==> src/rtl/qenc_pkg.sv <==
package qenc_pkg;
  typedef enum logic [1:0] {
    STEP_NONE = 2'd0,
    STEP_UP   = 2'd1,
    STEP_DN   = 2'd2,
    STEP_ERR  = 2'd3
  } step_e;

  // state is {a,b}; a leading b walks 00->10->11->01->00
  function automatic logic [1:0] fwd_state(input logic [1:0] s);
    return {~s[0], s[1]};
  endfunction

  function automatic step_e decode_step(input logic [1:0] prev, input logic [1:0] cur);
    if (prev == cur)                 return STEP_NONE;
    else if ((prev ^ cur) == 2'b11)  return STEP_ERR;
    else if (cur == fwd_state(prev)) return STEP_UP;
    else                             return STEP_DN;
  endfunction
endpackage

==> src/rtl/qenc_sync.sv <==
module qenc_sync #(
  parameter int W      = 2,
  parameter int STAGES = 2
) (
  input  logic         clk_i,
  input  logic         rst_ni,
  input  logic [W-1:0] d_i,
  output logic [W-1:0] q_o
);
  logic [W-1:0] stage_q [STAGES];

  for (genvar s = 0; s < STAGES; s++) begin : g_stage
    always_ff @(posedge clk_i or negedge rst_ni) begin
      if (!rst_ni)    stage_q[s] <= '0;
      else if (s == 0) stage_q[s] <= d_i;
      else            stage_q[s] <= stage_q[(s == 0) ? 0 : s-1];
    end
  end

  assign q_o = stage_q[STAGES-1];
endmodule

==> src/rtl/qenc_phase_dec.sv <==
module qenc_phase_dec
  import qenc_pkg::*;
(
  input  logic       clk_i,
  input  logic       rst_ni,
  input  logic [1:0] ab_i,
  output logic       up_o,
  output logic       dn_o,
  output logic       err_o
);
  logic [1:0] prev_q;
  step_e      step;

  assign step = decode_step(prev_q, ab_i);

  always_ff @(posedge clk_i or negedge rst_ni) begin
    if (!rst_ni) begin
      prev_q <= '0;
      up_o   <= 1'b0;
      dn_o   <= 1'b0;
      err_o  <= 1'b0;
    end else begin
      prev_q <= ab_i;
      up_o   <= (step == STEP_UP);
      dn_o   <= (step == STEP_DN);
      if (step == STEP_ERR) err_o <= 1'b1;
    end
  end

  a_r2_r3_exclusive: assert property (@(posedge clk_i) disable iff (!rst_ni)
    !(up_o && dn_o));
  a_r4_err_sticky: assert property (@(posedge clk_i) disable iff (!rst_ni)
    err_o |=> err_o);
endmodule

==> src/rtl/qenc_counter.sv <==
module qenc_counter #(
  parameter int CNT_W = 16
) (
  input  logic             clk_i,
  input  logic             rst_ni,
  input  logic             up_i,
  input  logic             dn_i,
  output logic [CNT_W-1:0] cnt_o
);
  always_ff @(posedge clk_i or negedge rst_ni) begin
    if (!rst_ni)                cnt_o <= '0;
    else if (up_i && !dn_i)     cnt_o <= cnt_o + CNT_W'(1);
    else if (dn_i && !up_i)     cnt_o <= cnt_o - CNT_W'(1);
  end

  a_r2_up_step: assert property (@(posedge clk_i) disable iff (!rst_ni)
    (up_i && !dn_i) |=> cnt_o == CNT_W'($past(cnt_o) + CNT_W'(1)));
  a_r3_dn_step: assert property (@(posedge clk_i) disable iff (!rst_ni)
    (dn_i && !up_i) |=> cnt_o == CNT_W'($past(cnt_o) - CNT_W'(1)));
  a_r5_idle_hold: assert property (@(posedge clk_i) disable iff (!rst_ni)
    (!up_i && !dn_i) |=> $stable(cnt_o));
endmodule

==> src/rtl/qenc_capture.sv <==
module qenc_capture #(
  parameter int CNT_W       = 16,
  parameter int SYNC_STAGES = 2
) (
  input  logic             clk_i,
  input  logic             rst_ni,
  input  logic             ph_a_i,
  input  logic             ph_b_i,
  input  logic             snap_i,
  input  logic             rd_i,
  output logic [CNT_W-1:0] rd_data_o,
  output logic             rd_valid_o,
  output logic             err_o
);
  logic [1:0]       ab_sync;
  logic             up_p, dn_p;
  logic [CNT_W-1:0] cnt;
  logic [CNT_W-1:0] hold_q;

  qenc_sync #(.W(2), .STAGES(SYNC_STAGES)) u_sync (
    .clk_i (clk_i),
    .rst_ni(rst_ni),
    .d_i   ({ph_a_i, ph_b_i}),
    .q_o   (ab_sync)
  );

  qenc_phase_dec u_dec (
    .clk_i (clk_i),
    .rst_ni(rst_ni),
    .ab_i  (ab_sync),
    .up_o  (up_p),
    .dn_o  (dn_p),
    .err_o (err_o)
  );

  qenc_counter #(.CNT_W(CNT_W)) u_cnt (
    .clk_i (clk_i),
    .rst_ni(rst_ni),
    .up_i  (up_p),
    .dn_i  (dn_p),
    .cnt_o (cnt)
  );

  // strobe samples the pre-update count, so a coincident step lands in the next snapshot
  always_ff @(posedge clk_i or negedge rst_ni) begin
    if (!rst_ni)     hold_q <= '0;
    else if (snap_i) hold_q <= cnt;
  end

  always_ff @(posedge clk_i or negedge rst_ni) begin
    if (!rst_ni) begin
      rd_data_o  <= '0;
      rd_valid_o <= 1'b0;
    end else begin
      rd_valid_o <= rd_i;
      if (rd_i) rd_data_o <= hold_q;
    end
  end

  a_r6_hold_stable: assert property (@(posedge clk_i) disable iff (!rst_ni)
    !snap_i |=> $stable(hold_q));
  a_r7_snap_value: assert property (@(posedge clk_i) disable iff (!rst_ni)
    snap_i |=> hold_q == $past(cnt));
  a_r8_rd_valid: assert property (@(posedge clk_i) disable iff (!rst_ni)
    rd_i |=> rd_valid_o);
  a_r8_no_spurious_valid: assert property (@(posedge clk_i) disable iff (!rst_ni)
    !rd_i |=> !rd_valid_o);
endmodule

==> config.mk <==
export PLATFORM = sky130hd
export DESIGN_NAME = qenc_capture
export DESIGN_NICKNAME = d
export VERILOG_FILES = /design/src/rtl/qenc_pkg.sv /design/src/rtl/qenc_sync.sv /design/src/rtl/qenc_phase_dec.sv /design/src/rtl/qenc_counter.sv /design/src/rtl/qenc_capture.sv
export SDC_FILE = /design/constraint.sdc
export NUM_CORES = 1
export LEC_CHECK = 0
export BUFFER_PORTS_ARGS = -buffer_cell sky130_fd_sc_hd__buf_2
export CAP_MARGIN = 20
export CELL_PAD_IN_SITES_DETAIL_PLACEMENT = 0
export CELL_PAD_IN_SITES_GLOBAL_PLACEMENT = 1
export CORE_UTILIZATION = 45
export DETAILED_ROUTE_END_ITERATION = 6
export PLACE_DENSITY_LB_ADDON = 0.3
export REMOVE_ABC_BUFFERS = 1
export SKIP_LAST_GASP = 1
export SYNTH_ARGS = -nofsm -noshare
export SYNTH_HDL_FRONTEND = slang
export SYNTH_SLANG_ARGS = --single-unit
==> constraint.sdc <==
create_clock -name clk_i -period 2.8 [get_ports clk_i]
set_input_delay 0.42 -clock clk_i [delete_from_list [all_inputs] [get_ports clk_i]]
set_output_delay 0.42 -clock clk_i [all_outputs]
set_load 0.005 [all_outputs]
==> results.tsv <==
stage	metric	value	unit
worst_setup_path	endpoint class of the critical path	register	
synthesis	async set-reset flop share out of synthesis	100.0	%
synthesis	mean post-synth cell area	12.04	µm²
route	post-route ant nets	0	
sta	Final WS setup	0.1720	ns
clocking	clk_lat worst skew	0.34	ns
clocking	CTS HTree Levels	3	
sta	Final Slew Violations	0	
floorplan	Site Rows	28	
synthesis	most common cell in the netlist	dfrtp_1	
clocking	Clock Tree Buf Depth	2	
synthesis	Post-Synth XOR/XNOR Area	5.305	%
clocking	clk sink count	58	
global_routing	first-pass GRT wire length	7914	µm
finish	Design Area, Final	3242	µm²
synthesis	Yosys warnings	0	
worst_setup_path	crit path DAT	2.90	ns
clocking	CTS Root Cell	clkbuf_8	
sta	Peak Freq	380.5	MHz
synthesis	Synth top cells by count	dfrtp_1 (58), mux2_2 (32), nand2_1 (19), ha_1 (16)	
outcome	status	complete, no violations	
global_routing	number of global-route vias before repair	1754	
floorplan	die area	6556	µm²
sta	Worst Tran Pin Value	0.7191	ns
place	Detail Placement HPWL	3208	µm
worst_setup_path	Max FO, Critical Path	5	
worst_setup_path	Startpoint Class	register	
finish	Fillers	510	
clocking	clock transition at the registers of the reported paths	0.07	ns
worst_setup_path	worst setup path class	reg -> reg	
hold_path	Hold WC Path Type	in -> reg	
sta	setup violators final	0	
finish	multi-input logic area	1296	µm²
sta	Final min period	2.628	ns
global_routing	global route overflow	0	
flow_run	max-cap viol count	0	
pwr	worst vdd ir	489.5	µV
place	routability cong.	0.7995	
global_routing	GRT Total Usage	16.42	%
synthesis	largest family of logic cells by synthesized area	multiplexers	
floorplan	Core Box Area	5956	µm²
synthesis	mux contribution to synthesized area	13.55	%
floorplan	Chip Width	80.97	µm
worst_setup_path	CP Data Required Time	3.07	ns
place	I/O Buffers	23	
global_routing	pin count of the biggest net entering global routing	59	
finish	layout cell share with drive strength beyond 1	32.60	%
sta	clk_skew	0.009293	ns
finish	register area	1451	µm²
clocking	total CTS buffers	9	
finish	final net count	291	
finish	# diodes	0	
synthesis	Post-synth EDFFs	0	
pwr	Leak	1.491	nW
global_routing	initial antenna violation count	0	
place	placed cell area	3014	µm²
synthesis	Area contributors post-synth	dfrtp_1 (52%), mux2_2 (13%), ha_1 (7.1%)	
synthesis	Synth top area share	51.72	%
floorplan	Ports	24	
floorplan	die height	80.97	µm
synthesis	Top FF cell, synth	dfrtp_1	
sta	Hold Vio Cnt, Final	0	
route	WL/cell	13.99	µm
floorplan	effective utilization at floorplan	47.12	%
route	DRT Pass-1 Iters	4	
route	drt first-iter violations	73	
synthesis	Syn Inst Count	233	
synthesis	compound-gate portion of the synthesized area	12.17	%
route	via/cell ratio	5.187	
synthesis	Synth area leader	dfrtp_1	
route	final wirelength	4868	µm
route	via count	1805	
pwr	Total Power	3.818	mW
route	Remaining DRCs	0	
synthesis	number of distinct library cells after synthesis	43	
finish	final non-filler cell total	348	
synthesis	Synth Area in Adders	7.847	%
place	DP Worst Slack	0.1845	ns
clocking	CTS Hold Buffers Added	0	
sta	WHS	0.1818	ns
synthesis	Cell Area, Synth	2806	µm²
sta	Final Cycle Share	93.86	%
synthesis	Synth Area in Simple Gates	7.089	%
synthesis	#FFs+latches synth	58	
sta	max_slew headroom	52.06	%
clocking	CTS tree	done	
finish	area grow syn2layout	15.51	%
place	number of instances in the placed design	327	
pwr	PwrDens	1178	nW/µm²
synthesis	register area share after synthesis	51.72	%
[per-layer routing]
metal  vias up  global-route usage (%)  routed length, µm  share of wire [%]
met5         -                       0                  0                  0
met4         0                   9.107                 99                2.0
met3        10                   4.719                155                3.2
met2        27                   25.88               2255                 46
met1       861                   20.17               2357                 48
li1        907                       -                  -                  -
[state kept, by name, indices dropped and copies added (netlist names)]
name            count
hold_q             16
rd_data_o          16
u_cnt.cnt_o        16
u_dec.prev_q        2
u_sync.q_o          2
u_sync.stage_q      2
rd_valid_o          1
u_dec.dn_o          1
u_dec.err_o         1
u_dec.up_o          1
[cells in the final DEF, fill, tap and decap left out, types with 2 or more instances in the layout]
master	n
a21oi_1	10
clkbuf_8	10
ha_1	15
a21o_1	6
nor2_1	3
xor2_1	11
nand3_1	3
buf_4	10
inv_1	4
and2_1	2
mux2_2	32
dfrtp_1	58
o21ai_1	7
or3_1	2
buf_2	23
mux2i_1	2
xnor2_1	6
clkinvlp_4	4
nand2b_1	3
nand4_1	4
clkinv_2	2
clkinv_4	2
a31oi_1	3
a311oi_1	2
o21ai_0	9
nand2_1	19
[through the flow]
stage / TNS (ns) / utilization (%)
6_report: 0 / 54.43
5_1_grt: -0.01421 / 54.43
4_1_cts: 0 / 53.63
3_5_place_dp: 0 / 50.61
3_3_place_gp: 0 / 50.61
2_1_floorplan: 0 / -
[critical path, cell delays in order (launching register included)]
cell and delay (ns):
dfrtp_1 0.36, inv_1 0.06, ha_2 0.25, clkinvlp_4 0.17, buf_4 0.18, ha_1 0.28, a21oi_1 0.19, o21ai_0 0.14
o21bai_1 0.21, or3_1 0.36, a21oi_1 0.19, xor2_1 0.15
[report_power, final]
part	internal, mW	switching [mW]	total (mW)
registers	1.20	0.207	1.41
logic	0.858	0.868	1.73
clock network	0.344	0.341	0.685
[final timing paths]
check / from / to / slack [ns] / cells past startpoint
worst max-delay path: u_dec.dn_o / u_cnt.cnt_o[15] / 0.17 / 11
worst min-delay path: ph_b_i / u_sync.stage_q[2] / 0.18 / 1
worst max register to register: u_dec.dn_o / u_cnt.cnt_o[15] / 0.17 / 11
worst min register to register: u_sync.stage_q[3] / u_sync.q_o[1] / 0.35 / 0
max in group asynchronous: rst_ni / u_cnt.cnt_o[1] / 2.11 / 2
min in group asynchronous: rst_ni / rd_data_o[14] / 0.22 / 2
[area by class of cell]
class,instances,area share (%)
well taps,75,2.895
multi-input cells,160,39.98
flip-flops and latches,58,44.77
repair inverters,1,0.2316
repair buffers,33,5.866
clock inverters,6,1.312
inverters,5,0.6947
clock buffers,10,4.245
[cell families after synthesis]
logic type | Yosys count
buffers and inverters | 15
XOR/XNOR | 17
AND/OR/NAND/NOR | 41
adder cells (fa/ha/maj) | 17
flip-flops | 58
AO/OA/AOI/OAI | 51
multiplexers | 34
[repair_timing]
| item | 4_1_cts | 5_1_grt |
|---|---|---|
| setup buffers | 0 | 4 |
| gates resized for setup | 0 | 4 |
| endpoints found under the setup margin | 0 | 1 |
Note: power is estimated with default switching activity, not from simulation.
